<file path="src/rtl/tlbhi_pkg.sv">
package tlbhi_pkg;

  localparam int unsigned TAG_W  = 22;
  localparam int unsigned SIZE_W = 3;
  localparam int unsigned MIN_PG = 10;

  typedef struct packed {
    logic [TAG_W-1:0]  tag;
    logic [SIZE_W-1:0] size;
    logic              v;
    logic              e;
    logic              u0;
  } hi_word_t;

  function automatic logic [31:0] pack_word(hi_word_t w);
    return {w.tag, w.size, w.v, w.e, w.u0, 4'b0000};
  endfunction

  function automatic hi_word_t unpack_word(logic [31:0] d);
    hi_word_t w;
    w.tag  = d[31:10];
    w.size = d[9:7];
    w.v    = d[6];
    w.e    = d[5];
    w.u0   = d[4];
    return w;
  endfunction

endpackage

</file>
<file path="src/rtl/tlbhi_store.sv">
module tlbhi_store
  import tlbhi_pkg::*;
#(
  parameter int unsigned N_ENTRIES = 64,
  parameter int unsigned TID_W     = 8,
  localparam int unsigned IDX_W    = (N_ENTRIES > 1) ? $clog2(N_ENTRIES) : 1
) (
  input  logic             clk,
  input  logic             rst_n,
  input  logic             clr,
  input  logic             we,
  input  logic [IDX_W-1:0] widx,
  input  hi_word_t         wword,
  input  logic [TID_W-1:0] wtid,
  input  logic [IDX_W-1:0] ridx,
  output hi_word_t         rword,
  output logic [TID_W-1:0] rtid,
  output hi_word_t         ent_o [N_ENTRIES],
  output logic [TID_W-1:0] tid_o [N_ENTRIES]
);

  hi_word_t         ent_q [N_ENTRIES];
  logic [TID_W-1:0] tid_q [N_ENTRIES];

  for (genvar i = 0; i < N_ENTRIES; i++) begin : g_ent
    hi_word_t         ent_d;
    logic [TID_W-1:0] tid_d;
    logic             ld;

    always_comb begin
      ld    = clr | (we & (widx == IDX_W'(i)));
      ent_d = clr ? '0 : wword;
      tid_d = clr ? '0 : wtid;
    end

    always_ff @(posedge clk) begin
      if (ld) begin
        ent_q[i] <= ent_d;
        tid_q[i] <= tid_d;
      end
    end

    assign ent_o[i] = ent_q[i];
    assign tid_o[i] = tid_q[i];
  end

  always_comb begin
    rword = ent_q[ridx];
    rtid  = tid_q[ridx];
  end

  AST_WRITE_LANDS: assert property (@(posedge clk) disable iff (!rst_n)
    (we && !clr) |=> (ent_q[$past(widx)] == $past(wword) && tid_q[$past(widx)] == $past(wtid)));
  AST_CLEAR_ZERO: assert property (@(posedge clk) disable iff (!rst_n)
    clr |=> (ent_q[0] == '0 && tid_q[N_ENTRIES-1] == '0));

endmodule

</file>
<file path="src/rtl/tlbhi_match.sv">
module tlbhi_match
  import tlbhi_pkg::*;
#(
  parameter int unsigned TID_W = 8
) (
  input  hi_word_t         ent,
  input  logic [TID_W-1:0] tid,
  input  logic [31:0]      addr,
  input  logic [TID_W-1:0] pid,
  output logic             m
);

  logic [TAG_W-1:0] keep;
  logic [TAG_W-1:0] diff;
  logic             tag_eq;
  logic             id_ok;

  always_comb begin
    for (int b = 0; b < int'(TAG_W); b++) begin
      keep[b] = (b >= 2 * int'(ent.size));
    end
    diff   = (addr[31:MIN_PG] ^ ent.tag) & keep;
    tag_eq = (diff == '0);
    id_ok  = (tid == '0) | (tid == pid);
    m      = ent.v & tag_eq & id_ok;
  end

endmodule

</file>
<file path="src/rtl/tlbhi_prio.sv">
module tlbhi_prio #(
  parameter int unsigned N_ENTRIES = 64,
  localparam int unsigned IDX_W    = (N_ENTRIES > 1) ? $clog2(N_ENTRIES) : 1
) (
  input  logic                 clk,
  input  logic                 rst_n,
  input  logic [N_ENTRIES-1:0] m,
  output logic                 hit,
  output logic [IDX_W-1:0]     idx
);

  always_comb begin
    hit = 1'b0;
    idx = '0;
    for (int i = int'(N_ENTRIES) - 1; i >= 0; i--) begin
      if (m[i]) begin
        hit = 1'b1;
        idx = IDX_W'(i);
      end
    end
  end

  AST_HIT_IS_MATCH: assert property (@(posedge clk) disable iff (!rst_n)
    hit |-> m[idx]);
  AST_MISS_NO_MATCH: assert property (@(posedge clk) disable iff (!rst_n)
    !hit |-> (m == '0));

endmodule

</file>
<file path="src/rtl/tlbhi_spr.sv">
module tlbhi_spr
  import tlbhi_pkg::*;
#(
  parameter int unsigned     SEL_W    = 14,
  parameter logic [SEL_W-1:0] SEL_CODE = 14'h1004,
  parameter bit              READ_EN  = 1'b1,
  parameter int unsigned     TID_W    = 8
) (
  input  logic             clk,
  input  logic             rst_n,
  input  logic [SEL_W-1:0] sel,
  input  logic             wr,
  input  logic             rd,
  input  logic [31:0]      wdata,
  input  logic             user_mode,
  input  hi_word_t         rd_word,
  input  logic [TID_W-1:0] rd_tid,
  output logic             we,
  output hi_word_t         wword,
  output logic [31:0]      rdata,
  output logic             pid_load,
  output logic [TID_W-1:0] pid_load_val
);

  logic             hit_sel;
  logic             rd_act;
  logic [31:0]      rdata_d;
  logic             pld_d;
  logic [TID_W-1:0] pval_d;
  logic [31:0]      rdata_q;
  logic             pld_q;
  logic [TID_W-1:0] pval_q;

  always_comb begin
    hit_sel = (sel == SEL_CODE);
    we      = wr & hit_sel;
    wword   = unpack_word(wdata);
    rd_act  = rd & hit_sel & READ_EN;
    rdata_d = rd_act ? pack_word(rd_word) : '0;
    pld_d   = rd_act & ~user_mode;
    pval_d  = pld_d ? rd_tid : pval_q;
  end

  always_ff @(posedge clk or negedge rst_n) begin
    if (!rst_n) begin
      rdata_q <= '0;
      pld_q   <= 1'b0;
      pval_q  <= '0;
    end else begin
      rdata_q <= rdata_d;
      pld_q   <= pld_d;
      pval_q  <= pval_d;
    end
  end

  assign rdata        = rdata_q;
  assign pid_load     = pld_q;
  assign pid_load_val = pval_q;

  AST_UNSEL_QUIET: assert property (@(posedge clk) disable iff (!rst_n)
    !(rd && sel == SEL_CODE) |=> (rdata == '0 && !pid_load));
  AST_USER_KEEPS_PID: assert property (@(posedge clk) disable iff (!rst_n)
    (rd && user_mode) |=> !pid_load);
  AST_RSV_ZERO: assert property (@(posedge clk) disable iff (!rst_n)
    rdata[3:0] == 4'b0000);
  if (!READ_EN) begin : g_noread_chk
    AST_NOREAD_ZERO: assert property (@(posedge clk) disable iff (!rst_n)
      rd |=> (rdata == '0 && !pid_load));
  end

endmodule

</file>
<file path="src/rtl/tlbhi_unit.sv">
module tlbhi_unit
  import tlbhi_pkg::*;
#(
  parameter int unsigned N_ENTRIES = 64,
  parameter int unsigned TID_W     = 8,
  parameter bit          READ_EN   = 1'b1,
  localparam int unsigned IDX_W    = (N_ENTRIES > 1) ? $clog2(N_ENTRIES) : 1
) (
  input  logic             clk,
  input  logic             rst_n,
  input  logic             array_clear,
  input  logic [13:0]      spr_sel,
  input  logic             spr_wr,
  input  logic             spr_rd,
  input  logic [31:0]      spr_wdata,
  output logic [31:0]      spr_rdata,
  input  logic [IDX_W-1:0] entry_idx,
  input  logic [TID_W-1:0] pid_cur,
  input  logic             user_mode,
  output logic             pid_load,
  output logic [TID_W-1:0] pid_load_val,
  input  logic [31:0]      lk_addr,
  output logic             lk_hit,
  output logic [IDX_W-1:0] lk_idx
);

  logic             we;
  hi_word_t         wword;
  hi_word_t         rword;
  logic [TID_W-1:0] rtid;
  hi_word_t         ent [N_ENTRIES];
  logic [TID_W-1:0] tid [N_ENTRIES];
  logic [N_ENTRIES-1:0] mvec;

  tlbhi_spr #(
    .SEL_W(14), .SEL_CODE(14'h1004), .READ_EN(READ_EN), .TID_W(TID_W)
  ) u_spr (
    .clk(clk), .rst_n(rst_n), .sel(spr_sel), .wr(spr_wr), .rd(spr_rd),
    .wdata(spr_wdata), .user_mode(user_mode), .rd_word(rword), .rd_tid(rtid),
    .we(we), .wword(wword), .rdata(spr_rdata), .pid_load(pid_load),
    .pid_load_val(pid_load_val)
  );

  tlbhi_store #(.N_ENTRIES(N_ENTRIES), .TID_W(TID_W)) u_store (
    .clk(clk), .rst_n(rst_n), .clr(array_clear), .we(we), .widx(entry_idx),
    .wword(wword), .wtid(pid_cur), .ridx(entry_idx), .rword(rword), .rtid(rtid),
    .ent_o(ent), .tid_o(tid)
  );

  for (genvar i = 0; i < N_ENTRIES; i++) begin : g_match
    tlbhi_match #(.TID_W(TID_W)) u_match (
      .ent(ent[i]), .tid(tid[i]), .addr(lk_addr), .pid(pid_cur), .m(mvec[i])
    );
  end

  tlbhi_prio #(.N_ENTRIES(N_ENTRIES)) u_prio (
    .clk(clk), .rst_n(rst_n), .m(mvec), .hit(lk_hit), .idx(lk_idx)
  );

  AST_NO_INVALID_HIT: assert property (@(posedge clk) disable iff (!rst_n)
    lk_hit |-> ent[lk_idx].v);
  AST_TID_ALLOWED: assert property (@(posedge clk) disable iff (!rst_n)
    lk_hit |-> (tid[lk_idx] == '0 || tid[lk_idx] == pid_cur));

endmodule

</file>
<file path="config.mk">
export PLATFORM = sky130hd
export DESIGN_NAME = tlbhi_unit
export DESIGN_NICKNAME = d
export VERILOG_FILES = /design/src/rtl/tlbhi_pkg.sv /design/src/rtl/tlbhi_store.sv /design/src/rtl/tlbhi_match.sv /design/src/rtl/tlbhi_prio.sv /design/src/rtl/tlbhi_spr.sv /design/src/rtl/tlbhi_unit.sv
export SDC_FILE = /design/constraint.sdc
export NUM_CORES = 2
export LEC_CHECK = 0
export BUFFER_PORTS_ARGS = -buffer_cell sky130_fd_sc_hd__clkbuf_2
export CAP_MARGIN = 0
export CORE_ASPECT_RATIO = 1.4
export CORE_UTILIZATION = 65
export CTS_CLUSTER_SIZE = 10
export DETAILED_ROUTE_END_ITERATION = 7
export MAX_ROUTING_LAYER = met4
export PLACE_DENSITY_LB_ADDON = 0.12
export SLEW_MARGIN = 20
export SYNTH_ARGS = -nofsm -noshare
export SYNTH_HDL_FRONTEND = slang
export SYNTH_SLANG_ARGS = --single-unit
</file>
<file path="constraint.sdc">
create_clock -name clk -period 8.9 [get_ports clk]
set_clock_uncertainty 0.05 [all_clocks]
set_input_delay 0.89 -clock clk [delete_from_list [all_inputs] [get_ports clk]]
set_output_delay 0.89 -clock clk [all_outputs]
set_load 0.1 [all_outputs]
</file>
Yosys cells after proc, flatten, opt, wreduce, memory -nomap -nowiden

Memories as Yosys holds them, arrays and structs flattened. A register that Yosys moved wholly into a read port is not among the register bits.
Cells that the tools add are included.

Bits of input ports: 98
Word-level logic and storage cells: 2381
Memories: 2
Bits in registers: 33
RAM bits: 2304
Output and inout bits: 48

Muxes and demuxes: 259
Reductions and logical operators: 130
Equal/unequal tests: 128
Magnitude comparators: 1408
Bitwise logic cells: 452

Memories:

| name          | words | width | rd ports | clocked after memory_dff | write ports | line              | source |
|---|---|---|---|---|---|---|---|
| u_store.ent_q | 64    | 28    | 65       | 0                        | 64          | tlbhi_store.sv:22 | `hi_word_t ent_q [N_ENTRIES];` |
| u_store.tid_q | 64    | 8     | 65       | 1                        | 64          | tlbhi_store.sv:23 | `logic [TID_W-1:0] tid_q [N_ENTRIES];` |

Operators by type and width:

| cell                                                                                | count |
|---|---|
| 4-bit greater-or-equal comparator (first input constant)                            | 512 |
| 5-bit by 4-bit greater-or-equal comparator with 1-bit output (first input constant) | 384 |
| 22-bit bitwise AND                                                                  | 64 |
| 22-bit logical NOT                                                                  | 64 |
| 22-bit XOR                                                                          | 64 |
| 3-bit by 4-bit greater-or-equal comparator with 1-bit output (first input constant) | 256 |
| 8-bit equality test                                                                 | 64 |
| 1-bit by 4-bit greater-or-equal comparator with 1-bit output (first input constant) | 128 |
| 2-bit by 4-bit greater-or-equal comparator with 1-bit output (first input constant) | 128 |
| 8-bit logical NOT                                                                   | 64 |
| 6-bit two-way mux                                                                   | 64 |
| 1-bit bitwise AND                                                                   | 195 |
| 6-bit equality test (second input constant)                                         | 32 |
| 1-bit two-way mux                                                                   | 192 |
| 1-bit OR                                                                            | 128 |
| 6-bit by 5-bit equality test with 1-bit output (second input constant)              | 16 |
| 6-bit by 4-bit equality test with 1-bit output (second input constant)              | 8 |
| 32-bit two-way mux                                                                  | 1 |
| 28-bit two-way mux                                                                  | 1 |
| 6-bit by 3-bit equality test with 1-bit output (second input constant)              | 4 |
| 14-bit by 13-bit equality test with 1-bit output (second input constant)            | 1 |
| 6-bit by 2-bit equality test with 1-bit output (second input constant)              | 2 |
| 8-bit two-way mux                                                                   | 1 |
| 6-bit by 1-bit equality test with 1-bit output (second input constant)              | 1 |
| other kinds (3)                                                                     | 3 |

Logic depth before layout (Yosys ltp)

Depth in word-level cells: 69
Depth in mapped cells: 17
Depth with buffers taken out: 14

Modules after synthesis

From an unflattened synthesis, not the netlist that was laid out.

Cell total of the unflattened synthesis: 7296
Area, all modules: 116464.2 sq um

By module, submodules not included:

| module      | area each (sq um) | sequential area each (sq um) | cells an instance | times used |
|---|---|---|---|---|
| tlbhi_store | 87815.5           | 69186.4                      | 3742              | 1 |
| tlbhi_match | 409.1             | 0.0                          | 51                | 64 |
| tlbhi_spr   | 1700.4            | 925.9                        | 150               | 1 |
| tlbhi_prio  | 763.2             | 0.0                          | 140               | 1 |

Worst setup path before layout

OpenSTA, ideal clock, no wires.

Path kind: input-to-output
Start point: in lk_addr[26]
End point: out lk_idx[5]
Arrival time: 5.346 ns
Setup slack: 2.614 ns
Path buffers: 4
Stages on the path: 12
Data required time: 7.960 ns
Path through: buf_2 > buf_2 > buf_2 > buf_2 > xor2_1 > nor4_1 > nand4_1 > nor4_1 > nor3_1 > and2_1 > nand4_1 > nor3b_1

Cells in the longest elaborated chain, start to end: 69
Elaborated cells on any way between the ends: 384
Classes of those cells: 64 x mux; 256 x bitwise; 64 x reduce/logical

Ends and longest elaborated chain:

| what                            | line              | source |
|---|---|---|
| from (decl)                     | tlbhi_unit.sv:22  | `input logic [31:0] lk_addr,` |
| 22-bit XOR                      | tlbhi_match.sv:22 | `diff = (addr[31:MIN_PG] ^ ent.tag) & keep;` |
| 22-bit bitwise AND              | tlbhi_match.sv:22 |  |
| 22-bit logical NOT              | tlbhi_match.sv:23 | `tag_eq = (diff == '0);` |
| 1-bit bitwise AND (2 in a row)  | tlbhi_match.sv:25 | `m = ent.v & tag_eq & id_ok;` |
| 6-bit two-way mux (63 in a row) | tlbhi_prio.sv:16  | `if (m[i]) begin` |
| 6-bit two-way mux (*)           | tlbhi_prio.sv:16  |  |
| to (decl)                       | tlbhi_unit.sv:24  | `output logic [IDX_W-1:0] lk_idx` |

Every way passes the cells marked *; elsewhere a longest branch is shown, timed or not.

Worst setup path in the final report

Start point: in lk_addr[11]
End point: out lk_idx[0]

The elaborated chain is that of the path after synthesis.

==> run metrics <==
status=completed; layout cells sized above 1=20.3%; Post-CTS Setup Repair Bufs=0; I/O pin total=146; initial antenna violation count=15; drt drc=0; critical path required time=7.96 ns; die width=359 um; Routed Antenna Nets=0; Via density=7.33; routability congestion estimate=1.01; setup_tns=0 ns; total wire length=362000 um; P&R area growth vs syn=9.18%; core box area=177000 um^2; Max VDD drop=0.000252 V; max-cap viol count=0; CP startpoint kind=input pin; RSZ-0062 raised after global routing=no; worst slew pin tran=1.30 ns; utilization after layout=71.4%; endpoints failing setup=0; Port Buffers=127; Post-synth top flop=edfxtp_1; clock latency at the later pin of the worst-skew pair=0.93 ns; Final Cell Area=127000 um^2; sequential area share after synthesis=60.4%; Sink Count=2341; Iter 0 DRT Violations=10800; pin count of the biggest net entering global routing=144; Congestion Overflow GR=0; router iterations before antenna repair=6; fin. max-slew vios=0; Starting Density=65.4%; CTS buffer count=285; Post-synth top cells=2304 x edfxtp_1, 1148 x xor2_1, 770 x xnor2_1; full die area=180000 um^2; detailed-route via count=69700; Flop pwr share=50.1%; DIE HEIGHT=502 um; Tot GR Track Use=41.6%; vias in the first global route=69100; kind of critical path=input pin to output port; Yosys top cell area share=59.6%; Fmax=136 MHz; Logic pwr share=13.4%; CTS tree=yes; yosys warns=0; Net Switching=7.14 mW; deepest clock path buffer count=4; min Tclk post-route=7.37 ns; Critical Path End Type=output port; #FFs+latches synth=2341; Row Count=183; Hold Vio Cnt, Final=0; Crit Path Max Fanout=33; Power Internal=20.5 mW; clock root buffer=clkbuf_16; Synth async-reset ratio=1.58%; main area contributors after synthesis=edfxtp_1 60%, mux4_2 15%, xor2_1 8.7%, xnor2_1 5.8%, nor4_1 2.3%; cells after synthesis=6997; Switching Share=25.8%; global-route wire length before repair=511000 um; DP Wirelength=243000 um; H-Tree Depth=5; number of library cell types mapped by synthesis=65; Pleak=42.1 nW; Worst-path clk slew=0.05 ns; area leader, netlist=edfxtp_1; number of synthesized flops with an enable pin=2304; average size of a mapped cell=16.6 um^2; hold crit path type=input pin to register; Final period util=82.8%; Arr. time, crit path=6.43 ns; Slew HR=12.6%; synthesized area=116000 um^2; clock share of power=36.4%; power per standard cell area=218 nW/um^2; final net count=7240; routed len/inst=38.0 um; most frequent cell after synthesis=edfxtp_1; Cell Area, Placed=119000 um^2
logic make-up after synthesis:
family                   Yosys count  share of synthesized area (%)
AND/OR/NAND/NOR                  953                           4.65
XOR/XNOR                        1920                           14.5
other                              1                        0.00323
multiplexers                     764                           14.7
AO/OA/AOI/OAI                    587                           3.64
adder cells (fa/ha/maj)            1                        0.00862
buffers and inverters            430                           2.05
flip-flops                      2341                           60.4
power by group through the flow:
stage	combinational [mW]	sequential, mW	clock (mW)
detailed placement	3.63	14.1	0
finish	3.72	13.9	10.1
floorplan	2.43	13.8	0
CTS	3.65	13.8	10.1
global placement	3.60	14.0	0
global route	3.84	13.9	10.5
routing by layer:
metal / part of all wire (%) / vias to the layer above / GRT usage (%)
met1: 36 / 36000 / 56.0
li1: - / 27900 / -
met4: 5.6 / 0 / 19.3
met2: 46 / 5105 / 61.2
met5: 0 / - / -
met3: 13 / 758 / 9.23
path summary, 6_finish.rpt:
| check | from | end | slack (ns) | cells after the start |
|---|---|---|---|---|
| min in group asynchronous | rst_n | u_spr.pid_load_val[5] | 0.56 | 3 |
| min | user_mode | u_spr.pid_load | 0.23 | 2 |
| min reg2reg | u_spr.pid_load_val[7] | u_spr.pid_load_val[7] | 0.46 | 1 |
| max | lk_addr[11] | lk_idx[0] | 1.53 | 16 |
| max in group asynchronous | rst_n | u_spr.rdata[14] | 7.78 | 3 |
| max reg2reg | u_store.ent_q[62][4] | u_spr.rdata[8] | 6.13 | 4 |
layout by cell type (no fill, tap or decap), drive strengths merged, types with 83 or more instances in the layout:
master and instances:
buf 171, clkbuf 423, xnor2 772, nor2 144, edfxtp 2304, nand4 104, xor2 1148, a32oi 83
mux4 756, a21oi 100, nor4 436, a21o 126
stage by stage:
stage | worst slack, ns | instances | hold slack [ns] | power (mW)
after global placement | 1.26 | 9164 | 0.449 | 17.6
final | 1.53 | 9515 | 0.233 | 27.7
after detailed placement | 1.58 | 9164 | 0.456 | 17.7
after floorplan | 2.61 | 7000 | 0.544 | 16.2
after CTS | 1.56 | 9504 | 0.191 | 27.6
after global routing | 1.34 | 9514 | 0.241 | 28.3
flip-flops by register name, indices dropped and copies added (netlist names):
name / cells
u_store.ent_q: 1792
u_spr.pid_load_val: 8
u_spr.pid_load: 1
u_store.tid_q: 512
u_spr.rdata: 28
area by class of cell:
class	count	area, um^2
clock buffer	332	7510
sequential	2341	70100
clock inverter	7	48.8
antenna	9	22.5
tap	2312	2890
multi-input combinational	4229	44100
timing repair buffer	263	1990
inverter	22	82.6
fill	11300	50700
critical path, stage by stage:
cell and delay [ns]:
buf_4 0.48, buf_4 0.65, xnor2_1 0.20, a21o_1 0.15, a21oi_1 0.06, nor4_1 0.85
nor2_1 0.22, nor4_1 0.76, a21oi_1 0.14, a21o_1 0.23, a31oi_1 0.17, nor2_1 0.06
a311oi_1 0.62, o21bai_1 0.12, a21oi_1 0.21, clkbuf_2 0.49
repair_timing:
action | 4_1_cts | 5_1_grt
endpoints found under the hold margin | 13 | 0
hold buffers | 1 | 0
resized for setup | 0 | 0
No activity file was read; power rests on OpenSTA's default activity.
